## config.mk

```make
export PLATFORM = sky130hd
export DESIGN_NAME = gpio_irq_bank
export DESIGN_NICKNAME = d
export VERILOG_FILES = /design/src/rtl/gpio_irq_pkg.sv /design/src/rtl/gpio_sync.sv /design/src/rtl/gpio_edge_unit.sv /design/src/rtl/gpio_irq_bank.sv
export SDC_FILE = /design/constraint.sdc
export NUM_CORES = 1
export LEC_CHECK = 0
export CORE_ASPECT_RATIO = 1.5
export CORE_MARGIN = 2
export CORE_UTILIZATION = 52
export CTS_CLUSTER_DIAMETER = 100
export DETAILED_ROUTE_END_ITERATION = 10
export DONT_BUFFER_PORTS = 1
export GPL_ROUTABILITY_DRIVEN = 0
export PLACE_DENSITY = 0.67
export SYNTH_ARGS = -nofsm -noshare
export SYNTH_HDL_FRONTEND = slang
export SYNTH_HIERARCHICAL = 1
export SYNTH_SLANG_ARGS = --single-unit
```

## constraint.sdc

```tcl
create_clock -name clk -period 1.85 [get_ports clk]
set_input_delay 0.37 -clock clk [delete_from_list [all_inputs] [get_ports clk]]
set_output_delay 0.37 -clock clk [all_outputs]
set_load 0.01 [all_outputs]
```

## src/rtl/gpio_irq_pkg.sv

```systemverilog
package gpio_irq_pkg;

    localparam int ADDR_W = 5;
    localparam int DATA_W = 32;

    // Word addresses (byte offset / 4); software depends on these positions.
    localparam logic [ADDR_W-1:0] W_TOP_STAT = 5'd0;
    localparam logic [ADDR_W-1:0] W_TOP_MASK = 5'd1;
    localparam logic [ADDR_W-1:0] W_DIN      = 5'd16;
    localparam logic [ADDR_W-1:0] W_DOUT     = 5'd17;
    localparam logic [ADDR_W-1:0] W_OE       = 5'd18;
    localparam logic [ADDR_W-1:0] W_LPOL     = 5'd20;
    localparam logic [ADDR_W-1:0] W_LMASK    = 5'd21;
    localparam logic [ADDR_W-1:0] W_EVENT    = 5'd22;
    localparam logic [ADDR_W-1:0] W_EMASK    = 5'd23;
    localparam logic [ADDR_W-1:0] W_EPOL     = 5'd25;

endpackage

```

## src/rtl/gpio_sync.sv

```systemverilog
module gpio_sync #(
    parameter int W = 32
) (
    input  logic         clk,
    input  logic         rst_n,
    input  logic [W-1:0] async_in,
    output logic [W-1:0] sync_out
);

    logic [W-1:0] stage1_q;
    logic [W-1:0] stage2_q;

    always_ff @(posedge clk or negedge rst_n) begin
        if (!rst_n) begin
            stage1_q <= '0;
            stage2_q <= '0;
        end else begin
            stage1_q <= async_in;
            stage2_q <= stage1_q;
        end
    end

    assign sync_out = stage2_q;

endmodule

```

## src/rtl/gpio_edge_unit.sv

```systemverilog
module gpio_edge_unit #(
    parameter int W = 32
) (
    input  logic         clk,
    input  logic         rst_n,
    input  logic [W-1:0] level_in,
    input  logic [W-1:0] fall_sel,
    input  logic [W-1:0] clear_bits,
    output logic [W-1:0] event_q
);

    logic [W-1:0] last_q;
    logic [W-1:0] hit;

    always_ff @(posedge clk or negedge rst_n) begin
        if (!rst_n) begin
            last_q <= '0;
        end else begin
            last_q <= level_in;
        end
    end

    for (genvar i = 0; i < W; i++) begin : g_pin
        logic rise;
        logic fall;
        assign rise   = level_in[i] & ~last_q[i];
        assign fall   = ~level_in[i] & last_q[i];
        assign hit[i] = fall_sel[i] ? fall : rise;
    end

    // A new edge wins over a clear that lands in the same cycle.
    always_ff @(posedge clk or negedge rst_n) begin
        if (!rst_n) begin
            event_q <= '0;
        end else begin
            event_q <= (event_q & ~clear_bits) | hit;
        end
    end

    assert_set_wins_R7: assert property (@(posedge clk) disable iff (!rst_n)
        (|hit) |=> ((event_q & $past(hit)) == $past(hit)));

    assert_w1c_R7: assert property (@(posedge clk) disable iff (!rst_n)
        (|(clear_bits & ~hit)) |=> ((event_q & $past(clear_bits & ~hit)) == '0));

    assert_hold_R7: assert property (@(posedge clk) disable iff (!rst_n)
        ((clear_bits == '0) && (hit == '0)) |=> $stable(event_q));

endmodule

```

## src/rtl/gpio_irq_bank.sv

```systemverilog
module gpio_irq_bank
    import gpio_irq_pkg::*;
#(
    parameter int NPINS = 32
) (
    input  logic              clk,
    input  logic              rst_n,
    input  logic [ADDR_W-1:0] bus_addr,
    input  logic              bus_rd,
    input  logic              bus_wr,
    input  logic [DATA_W-1:0] bus_wdata,
    output logic [DATA_W-1:0] bus_rdata,
    input  logic [NPINS-1:0]  pin_in,
    output logic [NPINS-1:0]  pin_out,
    output logic [NPINS-1:0]  pin_oe,
    output logic              irq
);

    logic [NPINS-1:0] din_s;
    logic [NPINS-1:0] dout_q;
    logic [NPINS-1:0] oe_q;
    logic [NPINS-1:0] lpol_q;
    logic [NPINS-1:0] lmask_q;
    logic [NPINS-1:0] emask_q;
    logic [NPINS-1:0] epol_q;
    logic [NPINS-1:0] event_v;
    logic [NPINS-1:0] clr_v;
    logic [NPINS-1:0] wpins;
    logic [NPINS-1:0] lvl_pend;
    logic [NPINS-1:0] edg_pend;
    logic             tmask_q;
    logic             summary;
    logic [DATA_W-1:0] rd_val;
    logic [DATA_W-1:0] rdata_q;

    assign wpins = bus_wdata[NPINS-1:0];

    gpio_sync #(.W(NPINS)) u_sync (
        .clk      (clk),
        .rst_n    (rst_n),
        .async_in (pin_in),
        .sync_out (din_s)
    );

    assign clr_v = (bus_wr && bus_addr == W_EVENT) ? wpins : '0;

    gpio_edge_unit #(.W(NPINS)) u_edge (
        .clk        (clk),
        .rst_n      (rst_n),
        .level_in   (din_s),
        .fall_sel   (epol_q),
        .clear_bits (clr_v),
        .event_q    (event_v)
    );

    always_ff @(posedge clk or negedge rst_n) begin
        if (!rst_n) begin
            dout_q  <= '0;
            oe_q    <= '0;
            lpol_q  <= '0;
            lmask_q <= '0;
            emask_q <= '0;
            epol_q  <= '0;
            tmask_q <= 1'b0;
        end else if (bus_wr) begin
            case (bus_addr)
                W_TOP_MASK: tmask_q <= bus_wdata[0];
                W_DOUT:     dout_q  <= wpins;
                W_OE:       oe_q    <= wpins;
                W_LPOL:     lpol_q  <= wpins;
                W_LMASK:    lmask_q <= wpins;
                W_EMASK:    emask_q <= wpins;
                W_EPOL:     epol_q  <= wpins;
                default:    ;
            endcase
        end
    end

    assign lvl_pend = (din_s ^ lpol_q) & lmask_q;
    assign edg_pend = event_v & emask_q;
    assign summary  = |(lvl_pend | edg_pend);

    always_comb begin
        rd_val = '0;
        case (bus_addr)
            W_TOP_STAT: rd_val[0]         = summary;
            W_TOP_MASK: rd_val[0]         = tmask_q;
            W_DIN:      rd_val[NPINS-1:0] = din_s;
            W_DOUT:     rd_val[NPINS-1:0] = dout_q;
            W_OE:       rd_val[NPINS-1:0] = oe_q;
            W_LPOL:     rd_val[NPINS-1:0] = lpol_q;
            W_LMASK:    rd_val[NPINS-1:0] = lmask_q;
            W_EVENT:    rd_val[NPINS-1:0] = event_v;
            W_EMASK:    rd_val[NPINS-1:0] = emask_q;
            W_EPOL:     rd_val[NPINS-1:0] = epol_q;
            default:    rd_val            = '0;
        endcase
    end

    always_ff @(posedge clk or negedge rst_n) begin
        if (!rst_n) begin
            rdata_q <= '0;
        end else begin
            rdata_q <= bus_rd ? rd_val : '0;
        end
    end

    assign bus_rdata = rdata_q;
    assign pin_out   = dout_q;
    assign pin_oe    = oe_q;
    assign irq       = summary & tmask_q;

    assert_rdata_idle_R2: assert property (@(posedge clk) disable iff (!rst_n)
        !bus_rd |=> (bus_rdata == '0));

    assert_oe_follow_R3: assert property (@(posedge clk) disable iff (!rst_n)
        (bus_wr && bus_addr == W_OE) |=> (pin_oe == $past(wpins)));

    assert_irq_gate_R10: assert property (@(posedge clk) disable iff (!rst_n)
        irq |-> (tmask_q && (|(lvl_pend | edg_pend))));

    assert_mask_bit_R10: assert property (@(posedge clk) disable iff (!rst_n)
        (bus_rd && bus_addr == W_TOP_MASK) |=> (bus_rdata[DATA_W-1:1] == '0));

endmodule

```

==> results.md, run 1 <==
- The run finished, with violations left.
- The final reports fail on negative hold slack, negative setup slack.
- In the post-synthesis netlist, the biggest area contributors are sky130_fd_sc_hd__dfrtp_1 (61%), sky130_fd_sc_hd__mux2_1 (12%), sky130_fd_sc_hd__a22oi_1 (7.4%), sky130_fd_sc_hd__mux2_2 (2.7%), sky130_fd_sc_hd__o221ai_1 (2.0%).
- After layout, the minimum clock period comes to roughly 2600 ps.
- The register area share after synthesis is between 60 and 70%.
- The portion of the clock cycle consumed by the worst path in the final layout is 138%.
- In this run, synthesis inferred 0 flip-flops with an integrated enable.
- The maximum ir drop on the vdd rail is between 0.9 and 1 mV.
- For the worst-skew pair, the clock arrives at the later sink with an insertion delay of 520 ps.
- The setup violation total in the final timing report is 2.
- The most numerous cell type found on the critical path is sky130_fd_sc_hd__buf_4.
- The final layout contains about 1,300 nets.
- The worst setup path startpoint is lpol_q[8]$_DFFE_PN0P_.
- Setup repair after global routing could not meet its margin everywhere.
- Data on the critical path arrives at its endpoint at approximately 2200 ps.
- The class of the tightest hold or removal check is in -> async.
- The tightest hold path in the finished design has a slack of -433 ps.
- When the netlist entered floorplanning its net count stood at ~1,100.
- The maximum number of pins on one net before global-route repair is roughly 350.
- Global routing used 29.1% of the available tracks across all layers.
- In the routed layout, each cell is associated on average with a via count of 6.25.
- The launch point of the worst reg-to-reg path is lpol_q[8]$_DFFE_PN0P_.
- For this block, the routed nets add up to 41.8 mm of wire.
- The total number of clock tree sinks is around 350.
- Of the post-synthesis cell area, the dominant cell type holds about three fifths.
- The count of nets left with antenna violations once routing finished came out at 0.
- The first global-routing pass estimated 64.8 mm of wire.
- The overall power is 19,400 uW.
- The vertical die dimension is 208 um.
- By instance count, the leading cell after synthesis is sky130_fd_sc_hd__dfrtp_1.
- The buffer and inverter count on the worst path is 3.
- The hold buffer count at cts is 64.
- At the pin with the least slew margin, the transition time is 534 ps.
- The number of instances in the synthesized netlist is 1,034.
- The clock arrives with around 14 ps of skew.
- The number of global-route vias before repair is approximately 11,000.
- The highest clock rate is 0.391 GHz.
- The power per unit of standard cell area is between 1000 and 1500 mW/mm2.
- Timing analysis after detailed placement gives a worst setup slack of -283 ps.
- STA classifies the critical path endpoint as an output pin.
- The root buffer cell is sky130_fd_sc_hd__clkbuf_16.
- The overall overflow remaining after global route is 0.
- The area added between synthesis and finish is 25.8%.
- The endpoint required time on the critical path is approximately 1500 ps.
- The maximum cell stage delay along the critical path is 390 ps.
- The detail-routed net length per standard cell is 25.6 um.
- The floorplan step defined a die boundary enclosing around 0.029 mm2.
- Measured against its own limit, the worst slew margin works out to between 60% and 70%.
- The count of buffers inserted at the top-level ports is 0.
- The share of async-settable or async-resettable flops after synthesis is 100%.
- From left edge to right edge, the die measures approximately 140 um.
- Clock-pin slew was measured on the worst setup and hold paths at around 60 ps.
- Ranked by instance count, the synthesized netlist is headed by sky130_fd_sc_hd__dfrtp_1 (353), sky130_fd_sc_hd__mux2_1 (159), sky130_fd_sc_hd__a22oi_1 (141).
- Walking the worst path, the cells encountered are xor2_1, a22oi_1, buf_4, nand4_1, nor4_1, buf_4, a21boi_2, buf_4.
- The initial antenna violation count came to 1.
- The total of warnings raised by yosys is 6.
- The average footprint of a synthesized cell is approximately 14 um2.
- The proportion of layout cells with a drive suffix above 1 is a little under a quarter.
- The most common flop cell mapped by yosys is sky130_fd_sc_hd__dfrtp_1.
- The critical path in this run is classified as reg -> out.
- In the routed design, unresolved DRC markers number 0.
- The category of cells accounting for the largest share of critical-path delay is buffers and inverters.
- The first TritonRoute pass finished after 5 iterations.
- The maximum clock insertion buffer count is 3.
- The number of violations reported at the end of detailed-routing iteration 0 is between 800 and 900.
- The cell accounting for the most synthesized area is sky130_fd_sc_hd__dfrtp_1.
- The type of origin of the critical path is a register.
- The via count of the routed design is slightly above 10,000.
- The slack of the critical path is -709 ps.
- The number of distinct library cell variants in the gate-level netlist after synthesis is 40.
- The final-report hold violation count was 353.
- The HPWL after detailed placement is about 26 mm.
- TritonCTS built the clock tree.
- After floorplanning, the core was divided into between 70 and 80 placement rows.
- The cell with the largest stage delay on the worst path is sky130_fd_sc_hd__dfrtp_1.
- CTS built an H-tree with a depth of 2.
- During I/O placement, the number of pins put on the boundary was 170.
- The cell area that synthesis handed to floorplanning was ~0.014 mm2.
- The clock buffer count from CTS is 35.
- The tool flagged a number of max-cap violations equal to 0.
- The starting density of the core is 52.8%.
- The flip-flop and latch count after synthesis is ~350.
- In this run the static leakage power is 0.00834 uW.
- The max-slew violation total from the final report is 0.
- The top fanout value on the critical path is 2.
- The repair_antennas step left the layout with diodes totalling 0.
- The core region is approximately 0.027 mm2.
==> worst paths after layout <==
path	slack, ps	cells after the start	endpoint
worst max-delay path	-710	8	irq
worst min-delay path	-430	0	lpol_q[4]$_DFFE_PN0P_
worst max register to register	-140	9	bus_rdata[0]$_DFF_PN0_
worst min register to register	340	0	u_sync/sync_out[23]$_DFF_PN0_
max in group asynchronous	1830	0	u_sync/stage1_q[27]$_DFF_PN0_
min in group clk	20	1	pin_out[11]$_DFFE_PN0P_
==> worst register-to-register path: cells and delay by family, from the launching register on <==
kind | cells | cell delay [ps]
AO/OA/AOI/OAI | 2 | 350
XOR/XNOR | 1 | 160
buffers and inverters | 4 | 530
flip-flops | 1 | 390
AND/OR/NAND/NOR | 2 | 400
==> per-layer routing <==
metal  vias up  share of wire [%]  global-route usage (%)
li1       4389                  -                       -
met1      5284                 39                    37.5
met2       432                 50                    48.5
met3        98                7.0                    5.56
met4         2                4.0                    11.8
met5         -              0.031                       0
==> report_power, final <==
group | internal (uW) | switching, uW
Clock | 4390 | 2960
Sequential | 8680 | 1010
Combinational | 1390 | 968
==> stage by stage <==
step           hold slack (ps)  utilization, %  TNS [ps]  cell area [um2]  instances
2_1_floorplan             74.4               -         0            14400       1034
3_3_place_gp              90.6            59.4      -657            16200       1505
3_5_place_dp              91.8            59.4      -768            16200       1505
4_1_cts                   -462            66.2      -800            18000       1630
5_1_grt                   -462            66.4      -982            18100       1632
6_report                  -433            66.4      -852            18100       1632
==> state kept, by name, summed over array words and instances, names as in the netlist <==
name and count:
u_edge/last_q 32, u_sync/sync_out 32, u_edge/event_q 32, pin_oe 32, u_sync/stage1_q 32, tmask_q 1, bus_rdata 32, lpol_q 32
emask_q 32, pin_out 32, lmask_q 32, epol_q 32
==> layout make-up <==
| cell class | count | area [um2] |
|---|---|---|
| Tap cell | 342 | 428 |
| Fill cell | 2026 | 9140 |
| Sequential cell | 353 | 8830 |
| Clock buffer | 50 | 1050 |
| Clock inverter | 10 | 138 |
| Inverter | 35 | 131 |
| Multi-Input combinational cell | 591 | 5220 |
| Timing Repair Buffer | 251 | 2270 |
==> timing repair <==
action / CTS / global route
hold endpoints to repair: 576 / 353
gates resized for setup: 6 / 5
pin swaps: 2 / 3
endpoints found under the setup margin: 2 / 2
buffers inserted: 2 / 2
==> layout by cell type, fill, tap and decap left out, types with 4 or more instances in the layout <==
master and n:
sky130_fd_sc_hd__clkbuf_16 37, sky130_fd_sc_hd__mux2_1 159, sky130_fd_sc_hd__or3b_1 31, sky130_fd_sc_hd__clkbuf_8 8
sky130_fd_sc_hd__nand4_1 6, sky130_fd_sc_hd__dlygate4sd3_1 64, sky130_fd_sc_hd__and3_1 33, sky130_fd_sc_hd__a41oi_1 31
sky130_fd_sc_hd__buf_4 169, sky130_fd_sc_hd__nor3_4 4, sky130_fd_sc_hd__a22oi_1 139, sky130_fd_sc_hd__a221oi_2 6
sky130_fd_sc_hd__dfrtp_1 353, sky130_fd_sc_hd__clkbuf_1 5, sky130_fd_sc_hd__buf_12 18, sky130_fd_sc_hd__nand2_1 40
sky130_fd_sc_hd__a22o_1 7, sky130_fd_sc_hd__o221ai_1 32, sky130_fd_sc_hd__xor2_1 32, sky130_fd_sc_hd__inv_1 35
sky130_fd_sc_hd__mux2_2 34
==> cells by family (layout without fill, tap and decap cells) <==
family	count (synthesis)	in the layout	share of synthesized area, %
simple gates	141	141	6.23
buf+inv	90	346	2.74
compound gates	225	225	12.5
xor+xnor	32	32	1.95
mux	193	193	15.1
flops	353	353	61.5
(Power assumes the default switching activity.)
==> run 2, diff against run 1 <==
Settings changed: CORE_UTILIZATION 52 to 45, PLACE_DENSITY 0.67 to unset.
==> run 2 against run 1 <==
  * Routed wire length is 3.3% higher
  * Global-route usage shrank 2.8 points
  * Largest cell class unchanged
  * Highest routed layer unchanged
  * Via count fell by 1.5%
  * First-iteration DRC count down 3.7%
  * The flow still finishes with violations (negative hold slack, negative setup slack)
  * Worst setup slack got worse by 140 ps
==> results.md, run 2 (same netlist as run 1, synthesis figures left out) <==
- The flow ran to the end, but the final reports show violations.
- The final reports fail on negative hold slack, negative setup slack.
- The worst setup path is launched from a register.
- The overall overflow remaining after global route came to 0 (unchanged).
- The fill cell total of the finished layout came to 2,649 (+31%).
- The portion of the clock cycle consumed by the worst path in the final layout is 146% (+7.5 points).
- The switching power of the nets is 4920 uW (-0.45%).
- The number of cells traversed by the worst register-to-register path is 6 (-3).
- The worst setup path is captured at an output pin.
- The proportion of layout cells with a drive suffix above 1 came to 21.6% (-1.5 points).
- The top fanout value on the critical path is 2 (unchanged).
- In the layout the commonest cells are sky130_fd_sc_hd__dfrtp_1 (353), sky130_fd_sc_hd__mux2_1 (159), sky130_fd_sc_hd__buf_4 (157), sky130_fd_sc_hd__a22oi_1 (140), sky130_fd_sc_hd__dlygate4sd3_1 (65).
- The part of the power in combinational logic is 12.4% (+0.2 points).
- The maximum number of pins on one net before global-route repair is 354 (unchanged).
- The vertical die dimension was 223 um (+7.4%).
- The number of global-route vias before repair is 10,700 (-1.3%).
- The slack of the critical path is -847 ps (-138 ps).
- The clock insertion delay at the later pin of the skew report is 530 ps (about the same).
- The buffer and inverter count on the worst path is 2 (-1).
- The most frequent standard cell in the layout excluding fill and tap cells is sky130_fd_sc_hd__dfrtp_1.
- The count of buffers inserted at the top-level ports came to 0 (unchanged).
- The all-layer global routing usage came to 26.3% (-2.8 points).
- The pin slew with the least headroom to its limit was 725 ps (+191 ps).
- The tightest min-delay check is of the in -> async type.
- The area of the die is 0.0334 mm2 (+15%).
- The floorplan row count is 80 (+8.1%).
- The global routing usage on met3 is 5.15% (-0.41 points).
- The clock slew at the register clock pins of the worst setup and hold paths came to 60 ps (about the same).
- The die extent in x is 150 um (+7.3%).
- The highest clock rate is 0.371 GHz (-5.1%).
- The time the final worst path needs with I/O delays and setup is 2700 ps (+138 ps).
- The number of violations of the max-capacitance limit is 0 (unchanged).
- The first-pass detailed-route iteration total is 6 (+1).
- The normalized max-slew margin is 51.6% (-13 points).
- The met2 layer usage reported by global route is 44.9% (-3.6 points).
- The worst register-to-register path ends at bus_rdata[0]$_DFF_PN0_.
- The category of cells accounting for the largest share of critical-path delay is compound AO/OA/AOI/OAI gates.
- The hold buffer count at cts came to 65 (+1.6%).
- The I/O pin total is 170 (unchanged).
- The maximum cell stage delay along the critical path is 370 ps (-20 ps).
- The initial antenna violation count came to 1 (unchanged).
- The power per unit of standard cell area is 1050 mW/mm2 (-2.4%).
- The worst reg-to-reg setup slack is -10 ps (+130 ps).
- The total number of clock tree sinks is 353 (unchanged).
- The max-slew violation total from the final report is 0 (unchanged).
- The arrival time of data at the critical path endpoint is 2330 ps (+140 ps).
- The final non-filler cell total is 1,690 (+3.6%).
- The global-route wire length before repair came to 65.8 mm (+1.6%).
- The detail-routed net length per standard cell came to 25.6 um (-0.26%).
- The detail-routed via count per cell is 5.95 (-4.9%).
- The overall power is 18,900 uW (-2.9%).
- The fraction of power spent switching nets is 26.1% (+0.63 points).
- The largest individual stage delay along the critical path comes from the cell sky130_fd_sc_hd__dfrtp_1.
- The post-route clock skew is 17.1 ps (+3.10 ps).
- The starting density of the core is 45.4% (-7.4 points).
- The final net count is 1,330 (-0.75%).
- Compared with the post-synthesis result, the final layout area differs by 25.2%.
- The setup violation total in the final timing report is 2 (unchanged).
- The endpoint required time on the critical path is 1480 ps (about the same).
- The maximum ir drop on the vdd rail is 0.726 mV (-22%).
- CTS placed an instance of sky130_fd_sc_hd__clkbuf_16 at the clock tree root.
- In this run the critical register-to-register path is launched from u_edge/event_q[15]$_DFF_PN0_.
- The number of violations reported at the end of detailed-routing iteration 0 was 841 (-3.7%).
- The sequential power share was 51.4% (+1.5 points).
- Walking the worst path, the cells encountered are a22o_1, a221oi_1, nand4_1, nor4_2, buf_4, a21boi_4, buf_6.
- The via count of the routed design was 10,000 (-1.5%).
- The maximum level of the CTS H-tree is 2 (unchanged).
- The most congested layer reported by global routing is met2.
- The maximum clock insertion buffer count is 3 (unchanged).
- The number of remaining DRC errors was 0 (unchanged).
- The utilization of the core after routing is 56.9% (-9.6 points).
- The total instance count after detailed placement is 1,564 (+3.9%).
- The remaining number of nets flagged by the antenna check after routing is 0 (unchanged).
- The area of the core is 0.0316 mm2 (+16%).
- The final-report hold violation count was 353 (unchanged).
- The HPWL after detailed placement is 27.3 mm (+4.0%).
- The CTS tree is built.
- The number of antenna cells inserted is 0 (unchanged).
- The leakage power was 0.00823 uW (-1.2%).
- The setup path with the least slack is of type reg -> out.
- The internal power came to 13,900 uW (-3.7%).
- The clock buffer count from CTS was 35 (unchanged).
- The minimum hold slack is -451 ps (-18.8 ps).
- The clock group share of total power was 36.2% (-1.7 points).
- Setup repair after global routing could not meet its margin everywhere.
- The wire length reported by the detailed router is 43.2 mm (+3.3%).
- The fraction of met1 tracks used by global routing is 33.7% (-3.7 points).
## run 2: cell count changes in the layout (fill, tap and decap cells not counted), moves of 2 or more
cell | before | now
sky130_fd_sc_hd__buf_4 | 169 | 157
sky130_fd_sc_hd__a221oi_2 | 6 | 4
sky130_fd_sc_hd__bufinv_16 | 3 | 0
sky130_fd_sc_hd__clkbuf_1 | 5 | 13
sky130_fd_sc_hd__a221oi_1 | 1 | 3
sky130_fd_sc_hd__clkbuf_8 | 8 | 5
## run 2: worst max path at each step
stage                                  from   to  slack, ps  cells after the start
3_3_place_gp   u_edge/event_q[26]$_DFF_PN0_  irq       -530                      8
3_5_place_dp   u_edge/event_q[26]$_DFF_PN0_  irq       -480                      8
5_1_grt             emask_q[16]$_DFFE_PN0P_  irq       -960                      8
4_1_cts              lpol_q[15]$_DFFE_PN0P_  irq       -850                      8
2_1_floorplan  u_edge/event_q[26]$_DFF_PN0_  irq        110                      5
6_report       u_edge/event_q[15]$_DFF_PN0_  irq       -850                      7
## run 2: power by group through the flow
stage / sequential, uW / combinational [uW] / clock (uW)
2_1_floorplan: 9550 / 1090 / 0
3_3_place_gp: 9790 / 2060 / 0
3_5_place_dp: 9820 / 2110 / 0
4_1_cts: 9700 / 2320 / 6970
5_1_grt: 9820 / 2530 / 7270
6_report: 9700 / 2340 / 6820
## run 2: per-stage QoR
| step | TNS, ps | hold WS (ps) | instance area, um2 | setup WS, ps |
|---|---|---|---|---|
| after detailed placement | -772 | 91.5 | 16200 | -483 |
| after global placement | -791 | 89.8 | 16200 | -526 |
| after floorplan | 0 | 74.4 | 14400 | 106 |
| after global routing | -1050 | -472 | 18000 | -955 |
| final | -856 | -451 | 18000 | -847 |
| after CTS | -848 | -472 | 18000 | -848 |
## run 2: per-layer routing
metal | wire [um] | vias to the layer above
met5 | 13 | -
met4 | 1140 | 2
met3 | 2580 | 71
met2 | 21900 | 317
met1 | 17600 | 5284
li1 | - | 4375
## run 2: area by class of cell
cell class                 count  area, um2  area share (%)
sequential                   353       8830            49.1
clock buffer                  55       1040            5.80
clock inverter                 5       31.3           0.174
timing repair buffer         241       2200            12.2
inverter                      35        131           0.730
multi-input combinational    591       5230            29.1
tap                          410        513            2.85
## run 2: worst register-to-register path: cells and delay by family (launching register included)
family | cells | cell delay, ps
buffers and inverters | 1 | 200
DFF | 1 | 370
and+or+nand+nor | 2 | 520
AOI/OAI and AO/OA | 3 | 640
## run 2: repair_timing
item | 4_1_cts | 5_1_grt
setup endpoints to repair | 2 | 2
pin swaps | 3 | 3
resized for setup | 7 | 4
hold endpoints to repair | 577 | 353
buffers inserted | 1 | 0
==> run 3, diff against run 2 <==
Settings changed: HOLD_SLACK_MARGIN set to 0.1, SYNTH_HIERARCHICAL 1 to unset.
==> run 3 against run 2 <==
  * The run still ends with negative hold slack, negative setup slack left
  * Register-to-register slack got worse by 50 ps
  * Area after synthesis decreased by 1.4%
  * Clock-buffer cell count decreased by 4
  * Final cell count grew 2.7%
  * Sequential share of layout area down 0.23 points
  * Global-route usage fell by 0.33 points
  * Sequential power hardly changed
  * Via count is 1.2% higher
  * Utilization grew 1.4 points
  * Combinational power rose by 10%
  * Cell area up 0.47%
  * Total power up 4.8%
  * Largest cell class unchanged
==> results.md, run 3 <==
- The worst reg-to-reg setup slack is -60 ps (-50 ps).
- The worst setup path is captured at an output pin.
- In the post-synthesis netlist, the cell with the most instances is sky130_fd_sc_hd__dfrtp_1.
- The maximum clock insertion buffer count came to 3 (unchanged).
- The flip-flop and latch count after synthesis is 353 (unchanged).
- The endpoint required time on the critical path is 1480 ps (about the same).
- The area of the core is 0.0310 mm2 (-1.9%).
- The overall power is 19,800 uW (+4.8%).
- The detail-routed via count per cell is 5.86 (-1.4%).
- The pin slew with the least headroom to its limit was 1120 ps (+390 ps).
- Setup repair after global routing could not meet its margin everywhere.
- The maximum level of the CTS H-tree is 2 (unchanged).
- The via count of the routed design is 10,200 (+1.2%).
- The wire length reported by the detailed router is 42.7 mm (-1.3%).
- The critical path goes through a22o_1, a221oi_4, nand4_1, nor4_2, buf_4, a21boi_4, buf_6.
- The minimum hold slack came to -442 ps (+9.41 ps).
- The vertical die dimension is 221 um (-0.71%).
- The starting density of the core came to 45.6% (+0.20 points).
- The total number of clock tree sinks is 353 (unchanged).
- The detail-routed net length per standard cell is 24.6 um (-3.8%).
- The utilization of the core after routing came to 58.2% (+1.4 points).
- The setup violation total in the final timing report is 2 (unchanged).
- The final-report hold violation count came to 353 (unchanged).
- The register area share after synthesis was 62.4% (+0.90 points).
- The CTS tree is built.
- The portion of the clock cycle consumed by the worst path in the final layout is 141% (-4.8 points).
- The critical path is of the reg -> out type.
- The global-route wire length before repair is 64.1 mm (-2.6%).
- The maximum ir drop on the vdd rail is 0.740 mV (+2.0%).
- Of all cell types, the one taking the most synthesized area is sky130_fd_sc_hd__dfrtp_1.
- The overall overflow remaining after global route was 0 (unchanged).
- The power per unit of standard cell area is 1090 mW/mm2 (+4.3%).
- The number of violations reported at the end of detailed-routing iteration 0 is 782 (-7.0%).
- The leakage power was 0.00792 uW (-3.8%).
- The number of cells traversed by the worst register-to-register path is 7 (+1).
- The slack of the critical path is -757 ps (+89.4 ps).
- The clock buffer count from CTS is 37 (+5.7%).
- The number of nets in the synthesized netlist came to 1,134 (+2.4%).
- The max-slew violation total from the final report is 0 (unchanged).
- The clock insertion delay at the later pin of the skew report was 520 ps (about the same).
- The area growth from synthesis to layout is 27.6%.
- The first-pass detailed-route iteration total is 5 (-1).
- The pre-CTS worst setup slack is -455 ps (+28.2 ps).
- The total of warnings raised by yosys is 0 (-6).
- The number of distinct library cell variants in the gate-level netlist after synthesis is 35 (-13%).
- The highest clock rate is 0.384 GHz (+3.4%).
- The share of async-settable or async-resettable flops after synthesis is 100% (unchanged).
- The final net count is 1,383 (+4.0%).
- The number of global-route vias before repair is 10,500 (-2.4%).
- The maximum number of pins on one net before global-route repair is 354 (unchanged).
- The portion of synthesized cell area occupied by the leading cell type was 62.4% (+0.90 points).
- In the layout the commonest cells are sky130_fd_sc_hd__dfrtp_1 (353), sky130_fd_sc_hd__mux2_2 (185), sky130_fd_sc_hd__buf_4 (181), sky130_fd_sc_hd__a22oi_1 (140), sky130_fd_sc_hd__nand2_1 (106).
- The number of violations of the max-capacitance limit is 0 (unchanged).
- The root buffer cell is sky130_fd_sc_hd__clkbuf_16.
- The proportion of layout cells with a drive suffix above 1 is 33.8% (+12 points).
- The fill cell total of the finished layout was 2,537 (-4.2%).
- The count of buffers inserted at the top-level ports is 0 (unchanged).
- The floorplan row count was 79 (-1.3%).
- Sorting the synthesized cells by how often they occur yields sky130_fd_sc_hd__dfrtp_1 (353), sky130_fd_sc_hd__mux2_2 (185), sky130_fd_sc_hd__a22oi_1 (141).
- The number of enable flip-flop cells after synthesis is 0 (unchanged).
- The top fanout value on the critical path is 2 (unchanged).
- The number of antenna cells inserted was 0 (unchanged).
- The number of instances in the synthesized netlist came to 1,061 (+2.6%).
- The die extent in x is 149 um (-0.71%).
- The clock slew at the register clock pins of the worst setup and hold paths is 60 ps (about the same).
- The normalized max-slew margin is 25.6% (-26 points).
- After synthesis, the cell types taking the most area are sky130_fd_sc_hd__dfrtp_1 (62%), sky130_fd_sc_hd__mux2_2 (15%), sky130_fd_sc_hd__a22oi_1 (7.5%), sky130_fd_sc_hd__nand2_1 (2.8%), sky130_fd_sc_hd__xor2_1 (2.0%).
- The hold buffer count at cts is 65 (unchanged).
- The synthesized area was 0.0142 mm2 (-1.4%).
- The area of placed instances is 0.0161 mm2 (-0.32%).
- The number of remaining DRC errors is 0 (unchanged).
- The class of the tightest hold or removal check is in -> async.
- Leaving out fill and tap cells, the most frequent cell in the layout is sky130_fd_sc_hd__dfrtp_1.
- The final reports fail on negative hold slack, negative setup slack.
- The average footprint of a synthesized cell is 13.3 um2 (-4.0%).
- The I/O pin total is 170 (unchanged).
- The worst setup path is launched from a register.
- The initial antenna violation count is 0 (-1).
- The run finished, with violations left.
- The remaining number of nets flagged by the antenna check after routing is 0 (unchanged).
- The HPWL after detailed placement is 27.8 mm (+1.8%).
- The maximum cell stage delay along the critical path was 380 ps (about the same).
- The post-route clock skew is 12.5 ps (-4.62 ps).
- The most common flop cell mapped by yosys is sky130_fd_sc_hd__dfrtp_1.
- The cell with the largest stage delay on the worst path is sky130_fd_sc_hd__dfrtp_1.
- The time the final worst path needs with I/O delays and setup came to 2610 ps (-89.4 ps).
- The area of the die is 0.0329 mm2 (-1.4%).
- The all-layer global routing usage is 26.0% (-0.33 points).
- The design area came to 0.0181 mm2 (+0.47%).
- The arrival time of data at the critical path endpoint is 2240 ps (-90 ps).
## run 3: logic make-up after synthesis
group	count (synthesis)	share of synthesized area (%)
mux	196	15.6
flops	353	62.4
simple gates	170	5.11
xor+xnor	32	1.98
buf+inv	54	1.57
compound gates	256	13.4
## run 3: repair_timing
action | 4_1_cts | 5_1_grt
pin swaps | 2 | 3
endpoints found under the hold margin | 610 | 353
buffers inserted | 0 | 2
resized for setup | 7 | 4
setup endpoints to repair | 2 | 2
## run 3: metal layers
layer | vias to the layer above | track usage, % | part of all wire [%]
li1 | 4447 | - | -
met2 | 408 | 42.6 | 49
met1 | 5224 | 34.0 | 41
met4 | 0 | 9.28 | 3.1
met3 | 95 | 5.59 | 6.7
met5 | - | 0 | 0
## run 3: where the power goes
part           internal, uW  total [uW]  switching, uW  leakage [uW]
Sequential             8690        9700           1010       0.00432
Clock                  4490        7470           2980      0.000587
Combinational          1560        2580           1020       0.00302
## run 3: cell type report
cell class,count,area (um2),share of cell area [%]
Clock buffer,51,1050,5.80
Inverter,1,3.75,0.0208
Tap cell,405,507,2.80
Sequential cell,353,8830,48.9
Timing Repair Buffer,263,2340,13.0
Multi-Input combinational cell,654,5190,28.7
Clock inverter,8,148,0.817
## run 3: worst paths after layout
path	startpoint	end
min in group clk	bus_rd	bus_rdata[0]$_DFF_PN0_
worst max register to register	u_edge.event_q[30]$_DFF_PN0_	bus_rdata[0]$_DFF_PN0_
max in group asynchronous	rst_n	bus_rdata[12]$_DFF_PN0_
worst min register to register	u_sync.stage1_q[11]$_DFF_PN0_	u_sync.sync_out[11]$_DFF_PN0_
worst max-delay path	u_edge.event_q[30]$_DFF_PN0_	irq
worst min-delay path	rst_n	epol_q[7]$_DFFE_PN0P_
## run 3: per-stage QoR
| step | TNS (ps) | cells |
|---|---|---|
| 5_1_grt | -929 | 1735 |
| 4_1_cts | -814 | 1733 |
| 3_3_place_gp | -6020 | 1609 |
| 3_5_place_dp | -7980 | 1609 |
| 2_1_floorplan | 0 | 1061 |
| 6_report | -817 | 1735 |
## run 3: worst max-delay path, delay by kind of cell, from the launching register on
| family | cells | cell delay [ps] |
|---|---|---|
| buffers and inverters | 2 | 290 |
| DFF | 1 | 380 |
| and+or+nand+nor | 2 | 450 |
| AOI/OAI and AO/OA | 3 | 590 |
